--- src/rtl/lb1_pkg.sv ---
package lb1_pkg;

  // Advance the 1 + x^6 + x^7 generator by eight bits, MSB first.
  // Returns {next_state, keystream_byte}.
  function automatic logic [14:0] scr_step8(input logic [6:0] s_in);
    logic [6:0] s;
    logic [7:0] ks;
    s  = s_in;
    ks = '0;
    for (int i = 7; i >= 0; i--) begin
      ks[i] = s[6];
      s     = {s[5:0], s[6] ^ s[5]};
    end
    return {s, ks};
  endfunction

  function automatic logic [3:0] ones8(input logic [7:0] v);
    logic [3:0] n;
    n = '0;
    for (int i = 0; i < 8; i++) n = n + {3'b000, v[i]};
    return n;
  endfunction

endpackage

--- src/rtl/lb1_frame_scr.sv ---
module lb1_frame_scr #(
  parameter int ROWS     = 9,
  parameter int COLS     = 90,
  parameter int OH_UNSCR = 3
) (
  input  logic       clk,
  input  logic       rst_n,
  input  logic       fire,
  input  logic       sof,
  output logic       is_first,
  output logic       is_last,
  output logic       is_b1,
  output logic       scr_on,
  output logic [7:0] ks
);
  import lb1_pkg::*;

  localparam int FRAME_LEN = ROWS * COLS;
  localparam int IDX_W     = $clog2(FRAME_LEN);
  localparam logic [IDX_W-1:0] LAST_IDX = IDX_W'(FRAME_LEN - 1);
  localparam logic [IDX_W-1:0] B1_IDX   = IDX_W'(COLS);
  localparam logic [IDX_W-1:0] SEED_IDX = IDX_W'(OH_UNSCR);

  logic [IDX_W-1:0] idx_q, cur_idx;
  logic [6:0]       st_q, st_cur;
  logic [14:0]      step;

  assign cur_idx  = sof ? '0 : idx_q;
  assign is_first = (cur_idx == '0);
  assign is_last  = (cur_idx == LAST_IDX);
  assign is_b1    = (cur_idx == B1_IDX);
  assign scr_on   = (cur_idx >= SEED_IDX);

  assign st_cur = (cur_idx == SEED_IDX) ? 7'h7F : st_q;
  assign step   = scr_step8(st_cur);
  assign ks     = step[7:0];

  always_ff @(posedge clk) begin
    if (!rst_n) begin
      idx_q <= '0;
      st_q  <= 7'h7F;
    end else if (fire) begin
      idx_q <= is_last ? '0 : cur_idx + 1'b1;
      if (scr_on) st_q <= step[14:8];
    end
  end
endmodule

--- src/rtl/lb1_bip.sv ---
module lb1_bip (
  input  logic       clk,
  input  logic       rst_n,
  input  logic       fire,
  input  logic       first,
  input  logic       last,
  input  logic [7:0] line_byte,
  output logic [7:0] bip,
  output logic       bip_vld
);
  logic [7:0] acc_q, acc_nxt;

  assign acc_nxt = first ? line_byte : (acc_q ^ line_byte);

  always_ff @(posedge clk) begin
    if (!rst_n) begin
      acc_q   <= '0;
      bip     <= '0;
      bip_vld <= 1'b0;
    end else if (fire) begin
      acc_q <= acc_nxt;
      if (last) begin
        bip     <= acc_nxt;
        bip_vld <= 1'b1;
      end
    end
  end
endmodule

--- src/rtl/lb1_stage.sv ---
module lb1_stage #(
  parameter int W = 8
) (
  input  logic         clk,
  input  logic         rst_n,
  input  logic         in_valid,
  output logic         in_ready,
  input  logic [W-1:0] in_data,
  input  logic         in_sof,
  output logic         out_valid,
  input  logic         out_ready,
  output logic [W-1:0] out_data,
  output logic         out_sof
);
  assign in_ready = !out_valid || out_ready;

  always_ff @(posedge clk) begin
    if (!rst_n) begin
      out_valid <= 1'b0;
      out_data  <= '0;
      out_sof   <= 1'b0;
    end else if (in_valid && in_ready) begin
      out_valid <= 1'b1;
      out_data  <= in_data;
      out_sof   <= in_sof;
    end else if (out_ready) begin
      out_valid <= 1'b0;
    end
  end
endmodule

--- src/rtl/lb1_err_cnt.sv ---
module lb1_err_cnt #(
  parameter int W = 16
) (
  input  logic         clk,
  input  logic         rst_n,
  input  logic         add_en,
  input  logic [3:0]   add,
  input  logic         rd,
  output logic [W-1:0] count
);
  logic [W-1:0] base;
  logic [W:0]   sum;

  assign base = rd ? '0 : count;
  assign sum  = {1'b0, base} + (W+1)'(add);

  always_ff @(posedge clk) begin
    if (!rst_n)      count <= '0;
    else if (add_en) count <= sum[W] ? '1 : sum[W-1:0];
    else             count <= base;
  end
endmodule

--- src/rtl/line_b1_scr.sv ---
module line_b1_scr #(
  parameter int ROWS     = 9,
  parameter int COLS     = 90,
  parameter int OH_UNSCR = 3,
  parameter int CNT_W    = 16
) (
  input  logic             clk,
  input  logic             rst_n,
  input  logic             scr_mode,
  input  logic [7:0]       tx_b1_mask,
  input  logic             b1_err_rd,
  output logic [CNT_W-1:0] b1_err_count,
  input  logic             rx_in_valid,
  output logic             rx_in_ready,
  input  logic [7:0]       rx_in_data,
  input  logic             rx_in_sof,
  output logic             rx_out_valid,
  input  logic             rx_out_ready,
  output logic [7:0]       rx_out_data,
  output logic             rx_out_sof,
  input  logic             tx_in_valid,
  output logic             tx_in_ready,
  input  logic [7:0]       tx_in_data,
  input  logic             tx_in_sof,
  output logic             tx_out_valid,
  input  logic             tx_out_ready,
  output logic [7:0]       tx_out_data,
  output logic             tx_out_sof
);
  import lb1_pkg::*;

  // ---------------- receive lane ----------------
  logic       rx_fire, rx_first, rx_last, rx_b1, rx_scr;
  logic [7:0] rx_ks, rx_descr, rx_bip, rx_err_bits;
  logic       rx_bip_vld, rx_add_en;

  assign rx_fire = rx_in_valid && rx_in_ready;

  lb1_frame_scr #(.ROWS(ROWS), .COLS(COLS), .OH_UNSCR(OH_UNSCR)) u_rx_pos (
    .clk(clk), .rst_n(rst_n), .fire(rx_fire), .sof(rx_in_sof),
    .is_first(rx_first), .is_last(rx_last), .is_b1(rx_b1),
    .scr_on(rx_scr), .ks(rx_ks));

  assign rx_descr = (scr_mode && rx_scr) ? (rx_in_data ^ rx_ks) : rx_in_data;

  lb1_bip u_rx_bip (
    .clk(clk), .rst_n(rst_n), .fire(rx_fire), .first(rx_first),
    .last(rx_last), .line_byte(rx_in_data), .bip(rx_bip), .bip_vld(rx_bip_vld));

  assign rx_err_bits = scr_mode ? (rx_descr ^ rx_bip) : rx_in_data;
  assign rx_add_en   = rx_fire && rx_b1 && (!scr_mode || rx_bip_vld);

  lb1_err_cnt #(.W(CNT_W)) u_cnt (
    .clk(clk), .rst_n(rst_n), .add_en(rx_add_en), .add(ones8(rx_err_bits)),
    .rd(b1_err_rd), .count(b1_err_count));

  lb1_stage #(.W(8)) u_rx_stage (
    .clk(clk), .rst_n(rst_n),
    .in_valid(rx_in_valid), .in_ready(rx_in_ready),
    .in_data(rx_descr), .in_sof(rx_in_sof),
    .out_valid(rx_out_valid), .out_ready(rx_out_ready),
    .out_data(rx_out_data), .out_sof(rx_out_sof));

  // ---------------- transmit lane ----------------
  logic       tx_fire, tx_first, tx_last, tx_b1, tx_scr, tx_bip_vld;
  logic [7:0] tx_ks, tx_bip, tx_b1_val, tx_pre, tx_line;

  assign tx_fire = tx_in_valid && tx_in_ready;

  lb1_frame_scr #(.ROWS(ROWS), .COLS(COLS), .OH_UNSCR(OH_UNSCR)) u_tx_pos (
    .clk(clk), .rst_n(rst_n), .fire(tx_fire), .sof(tx_in_sof),
    .is_first(tx_first), .is_last(tx_last), .is_b1(tx_b1),
    .scr_on(tx_scr), .ks(tx_ks));

  assign tx_b1_val = scr_mode ? ((tx_bip_vld ? tx_bip : 8'h00) ^ tx_b1_mask)
                              : tx_b1_mask;
  assign tx_pre    = tx_b1 ? tx_b1_val : tx_in_data;
  assign tx_line   = (scr_mode && tx_scr) ? (tx_pre ^ tx_ks) : tx_pre;

  lb1_bip u_tx_bip (
    .clk(clk), .rst_n(rst_n), .fire(tx_fire), .first(tx_first),
    .last(tx_last), .line_byte(tx_line), .bip(tx_bip), .bip_vld(tx_bip_vld));

  lb1_stage #(.W(8)) u_tx_stage (
    .clk(clk), .rst_n(rst_n),
    .in_valid(tx_in_valid), .in_ready(tx_in_ready),
    .in_data(tx_line), .in_sof(tx_in_sof),
    .out_valid(tx_out_valid), .out_ready(tx_out_ready),
    .out_data(tx_out_data), .out_sof(tx_out_sof));
endmodule

--- config.mk ---
export PLATFORM = sky130hd
export DESIGN_NAME = line_b1_scr
export DESIGN_NICKNAME = d
export VERILOG_FILES = /design/src/rtl/lb1_pkg.sv /design/src/rtl/lb1_frame_scr.sv /design/src/rtl/lb1_bip.sv /design/src/rtl/lb1_stage.sv /design/src/rtl/lb1_err_cnt.sv /design/src/rtl/line_b1_scr.sv
export SDC_FILE = /design/constraint.sdc
export NUM_CORES = 1
export LEC_CHECK = 0
export ABC_CLOCK_PERIOD_IN_PS = 14400
export BUFFER_PORTS_ARGS = -buffer_cell sky130_fd_sc_hd__buf_2
export CAP_MARGIN = 10
export CORE_UTILIZATION = 55
export CTS_BUF_LIST = sky130_fd_sc_hd__clkbuf_8 sky130_fd_sc_hd__clkbuf_16
export DETAILED_ROUTE_END_ITERATION = 12
export GPL_ROUTABILITY_DRIVEN = 1
export PLACE_DENSITY = 0.85
export SLEW_MARGIN = 10
export SYNTH_ARGS = -nofsm -noshare
export SYNTH_HDL_FRONTEND = slang
export SYNTH_SLANG_ARGS = --single-unit
--- constraint.sdc ---
create_clock -name clk -period 14.4 [get_ports clk]
set_input_delay 2.16 -clock clk [delete_from_list [all_inputs] [get_ports clk]]
set_output_delay 2.16 -clock clk [all_outputs]
set_load 0.01 [all_outputs]
; Word level (Yosys, flattened, before mapping)
; Index checks and enable logic that the tools add are counted.
[word_totals]
elab_cells = 98
inputBits = 34
n_memories = 0
ramBits = 0
register_bits = 104
rom_bits = 0
latch_bits = 0
[op_classes]
mul = 0
bitwise = 22
shifts = 0
eq_ne = 6
n_mux = 21
n_reduce_logical = 20
div_mod_pow = 0
n_addsub = 10
magnitude_cmp = 2
[ops]
columns = op, count
row1 = 2-to-1 mux 8 bit, 8
row2 = 2-to-1 mux 16 bit, 3
row3 = XOR 8 bit, 6
row4 = 2-to-1 mux 10 bit, 4
row5 = adder 10 x 1 -> 10 bit (second input constant), 2
row6 = equality test 10 bit (second input constant), 2
row7 = equality test 10 x 2 -> 1 bit (second input constant), 2
row8 = equality test 10 x 7 -> 1 bit (second input constant), 2
row9 = >= comparator 10 x 2 -> 1 bit (second input constant), 2
row10 = logical NOT 10 bit, 2
row11 = adder 16 x 4 -> 17 bit, 1
row12 = adder 4 x 1 -> 4 bit, 4
row13 = XOR 1 bit, 16
row14 = 2-to-1 mux 7 bit, 2
row15 = AND reduction 2 bit, 4
row16 = logical AND 1 bit, 6
row17 = adder 3 x 1 -> 4 bit, 1
row18 = 2-to-1 mux 1 bit, 4
row19 = nonzero test 2 bit, 2
row20 = adder 2 x 1 -> 3 bit, 1
row21 = logical NOT 1 bit, 3
row22 = logical OR 1 bit, 3
row23 = adder 1 x 1 -> 2 bit, 1

; Depth between registers and ports, before layout
[depth]
depth_word = 18
depth_mapped = 23
ltp_nobuf = 22

; Modules after synthesis
; Synthesis repeated with hierarchy kept, for this count alone.
[hier_totals]
hier_cells = 810
area_unflattened_um2 = 6764.0
[modules_own_cells]
columns = module, instances, seq_area_each_um2, cells_per_inst, area_per_inst_um2
row1 = lb1_frame_scr, 2, 340.3, 145, 1201.2
row2 = lb1_bip, 2, 340.3, 88, 794.5
row3 = lb1_err_cnt, 1, 320.3, 128, 1077.3
row4 = line_b1_scr, 1, 0.0, 128, 864.6
row5 = lb1_stage, 2, 200.2, 44, 415.4

; Worst setup path before layout
; Ideal clock, no wire load.
[synth_path]
path_type = input -> register
start = input port rx_in_sof
end = register u_cnt.count[14]
path_slack_ns = 7.324
cell_stages = 23
setup_ns = 0.133
t_arrival_ns = 6.942
required_ns = 14.267
path_cell_list = inv_1 nand2_1 inv_1 ha_1 clkbuf_1 mux2i_1 xnor2_1 nand2_1 xor2_1 fa_1 inv_1 fa_1 inv_1 fa_1 fa_1 inv_1 fa_1 a21o_1 a21oi_1 or4_1 nor2_1 nor4b_1 nor4_1
[synth_between]
elab_chain_len = 18
[synth_rtl]
columns = item, line
row1 = "start, declared", line_b1_scr.sv:16  ; input logic rx_in_sof,
row2 = 2-to-1 mux 10 bit *, lb1_frame_scr.sv:28  ; assign cur_idx = sof ? '0 : idx_q;
row3 = branches (longest 16 deep; another with >= comparator 10 x 2 -> 1 bit), -
row4 = 2-to-1 mux 16 bit *, lb1_err_cnt.sv:19  ; else if (add_en) count <= sum[W] ? '1 : sum[W-1:0];
row5 = "end signal, assigned", lb1_err_cnt.sv:19
row6 = "end signal, assigned", lb1_err_cnt.sv:20  ; else count <= base;
row7 = "end, declared", lb1_err_cnt.sv:9  ; output logic [W-1:0] count
; Mark *: on every way between the ends.
; A chain may end at the register's enable or synchronous reset.

; Worst setup path in the final report
; Same ends and word-level chain as after synthesis.

==> impl_metrics.py <==
metrics = {
    "placement": {
        "dp_hpwl_mm": 9.659,
        "preCtsSetupSlack_ps": 6477,
        "place_congestion": 0.9011,
        "port_buffers": 71,
        "place_inst": 921,
    },
    "clock_network": {
        "cts_root_buffer": "clkbuf_8",
        "cts_tree": "built",
        "hold_buffers": 0,
        "clk_latency_ps": 390,
        "clk_pin_slew_ps": 100,
        "cts_made_buffers": 9,
        "post_cts_resized": 0,
        "cts.sinks": 104,
        "cts_buffer_depth": 2,
        "cts_htree_levels": 3,
        "post_cts_buffers": 0,
    },
    "power": {
        "p_leak_nw": 2.602,
        "ir_worst_vdd_mv": 0.07733,
        "power_uw": 598.9,
        "power_density_nw_per_um2": 88.77,
    },
    "job": {
        "maxCapViolations": 0,
    },
    "worst_setup_path": {
        "startpoint_type": "input port",
        "crit_required_ps": 14660,
        "critical_path.top_delay_family": "adder cells",
        "r2r-end": "u_cnt.count[14]$_SDFF_PN0_",
        "cpPeakStageDelay_ps": 770,
        "reg2reg_slack_ps": 8200,
        "cpMostUsedCell": "fa_1",
        "path_class": "in -> reg",
        "critPathSlowestCell": "o31a_1",
        "reg2reg_depth": 20,
        "crit_arrival_ps": 7810,
        "cp-end-kind": "register",
        "path_cells": "buf_2, inv_1, o31a_1, mux2i_1, xnor2_1, nand2_1, xor2_1, fa_1, inv_1, fa_1, inv_1, fa_1, fa_1, inv_1, fa_1, a21o_1, a21oi_1, or4_1, nor2_1, nor4b_1, nor4_1",
        "regToRegStartpoint": "u_rx_pos.idx_q[2]$_SDFFE_PN0P_",
        "path_max_fanout": 20,
        "worst-path-buf-inv": 5,
    },
    "detailed_routing": {
        "post-route-drc-count": 0,
        "drt-total-wl_mm": 14.16,
        "wl_per_cell_um": 15.11,
        "dr_total_vias": 5450,
        "avgViaCountPerCell": 5.816,
        "drtPass1Iterations": 5,
        "ant_nets": 0,
        "drtIter0Drc": 345,
    },
    "floorplanning": {
        "dieHeight_um": 107.6,
        "design.die.area_um2": 11580,
        "die_x_um": 107.6,
        "num_rows": 38,
        "pin_count": 72,
        "core-area_um2": 10840,
        "start_util_pct": 56.58,
    },
    "cells_and_area": {
        "n_antenna_cell": 0,
        "syn_to_final_growth_pct": 9.996,
        "layout_common_cells": "104 x dfxtp_1, 96 x nand2_1, 71 x buf_2",
        "layout_commonest_cell": "dfxtp_1",
        "drive_gt1_share_pct": 12.42,
        "utilization_pct": 62.23,
        "nets": 845,
        "final_cells": 937,
    },
    "timing": {
        "worstMarginPinSlew_ps": 1024,
        "slew_headroom_pct": 31.52,
        "fin_skew_ps": 16.20,
        "setup_tns_ps": 0,
        "rsz0062_at_grt": "false",
        "maxSlewViolCount": 0,
        "fmax_ghz": 0.1325,
        "layout_setup_ws_ps": 6851,
        "setup-violations-final": 0,
        "fin_crit_ps": 7549,
        "hold_violations": 0,
        "finalCritPeriodShare_pct": 52.42,
    },
    "yosys": {
        "synth_edf_count": 0,
        "synthTopCellsByArea": "dfxtp_1 34%, xor2_1 7.7%, mux2i_1 6.2%",
        "ys_warn_count": 0,
        "yosysSeqAreaShare_pct": 33.95,
        "yosys.area.top_type": "dfxtp_1",
        "synth_flop_cell": "dfxtp_1",
        "synth_async_sr_flop_share_pct": 0,
        "synthesis.nets": 803,
        "ys_types": 54,
        "synth-seq-cells": 104,
        "synth.avg_cell_area_um2": 8.178,
        "synth.cell_area_um2": 6133,
        "synth_cells": 750,
        "yosysTopAreaCellShare_pct": 33.95,
    },
    "global_routing": {
        "grt_start_max_net_pins": 69,
        "grt_pass1_vias": 5068,
        "grt_pass1_wl_mm": 23.78,
        "antenna_found_initial": 0,
        "gr-total-overflow": 0,
        "track_usage_pct": 25.77,
    },
    "outcome": {
        "status": "completed",
    },
    "hold_path": {
        "worstHoldEndpoint": "u_tx_stage.out_sof$_SDFFE_PN0P_",
        "worstHoldStart": "u_tx_stage.out_sof$_SDFFE_PN0P_",
        "min_path_cells": 2,
        "min_path_type": "reg -> reg",
    },
}
[state kept, by name, indices dropped and copies added (netlist names)]
name,flops
u_rx_bip.acc_q,8
u_rx_stage.out_data,8
u_rx_stage.out_sof,1
u_rx_stage.out_valid,1
u_rx_pos.idx_q,10
u_tx_bip.acc_q,8
u_rx_pos.st_q,7
u_tx_pos.st_q,7
u_tx_pos.idx_q,10
u_cnt.count,16
u_tx_bip.bip_vld,1
u_tx_stage.out_sof,1
u_tx_stage.out_valid,1
u_tx_bip.bip,8
u_tx_stage.out_data,8
u_rx_bip.bip,8
u_rx_bip.bip_vld,1
[cell usage after synthesis (all sizes together) (11+ instances only)]
cell type,n
dfxtp,104
nand2,96
o21ai,58
xor2,54
nor2,48
mux2i,38
a21oi,37
clkbuf,34
nand3,29
xnor2,24
a32oi,18
inv,18
nor2b,18
nand4,16
and3,14
ha,14
nor3,14
o21a,14
a22oi,11
o211ai,11
[worst reg2reg max path, cell delays in order (launching register included)]
cell and delay [ps]:
dfxtp_1 370, or4_4 570, o31a_1 580, mux2i_1 300, xnor2_1 140, nand2_1 90
xor2_1 200, fa_1 510, inv_1 50, fa_1 530, inv_1 60, fa_1 500
fa_1 460, inv_1 80, fa_1 210, a21o_1 130, a21oi_1 110, or4_1 610
nor2_1 210, nor4b_1 280, nor4_1 70
[stage by stage]
step,hold slack [ps],cell area [um^2]
2_1_floorplan,431.3,6133
4_1_cts,463.7,6746
3_3_place_gp,440.9,6505
6_report,464.3,6746
5_1_grt,501.8,6746
3_5_place_dp,449.3,6505
[where the power goes]
group	total [mW]	switching [mW]	internal (mW)	leakage, nW
Sequential	0.302	0.00647	0.296	0.846
Combinational	0.0788	0.0485	0.0303	1.63
Clock	0.218	0.102	0.116	0.124
[cell families after synthesis]
kind of cell    after synthesis  share of synthesized area [%]
compound gates              174                          18.05
mux                          39                          6.385
fa+ha+maj                    19                          4.488
simple gates                273                          21.75
buf+inv                      63                          4.243
xor+xnor                     78                          11.14
flops                       104                          33.95
[worst max path at each step]
stage          cells after the start                         end  slack [ps]       from
2_1_floorplan                     23  u_cnt.count[14]$_SDFF_PN0_        7320  rx_in_sof
3_3_place_gp                      21  u_cnt.count[14]$_SDFF_PN0_        6690  rx_in_sof
3_5_place_dp                      21  u_cnt.count[14]$_SDFF_PN0_        6480  rx_in_sof
4_1_cts                           21  u_cnt.count[14]$_SDFF_PN0_        6920  rx_in_sof
5_1_grt                           21  u_cnt.count[14]$_SDFF_PN0_        6470  rx_in_sof
6_report                          21  u_cnt.count[14]$_SDFF_PN0_        6850  rx_in_sof
[metal layers]
metal	track usage [%]	up-vias	share of wire, %
met5	0	-	0
met2	43.91	187	47
met4	7.926	0	2.0
li1	-	2737	-
met1	32.25	2502	44
met3	5.690	24	6.3
[final cells by class]
class                           instances  area (um^2)
Sequential cell                       104         2082
Multi-Input combinational cell        583         3791
Clock buffer                            9        123.9
Inverter                               19        71.32
Timing Repair Buffer                   75        385.4
Fill cell                             940         4094
Clock inverter                          7        117.6
Tap cell                              140        175.2
(Power assumes the default switching activity.)
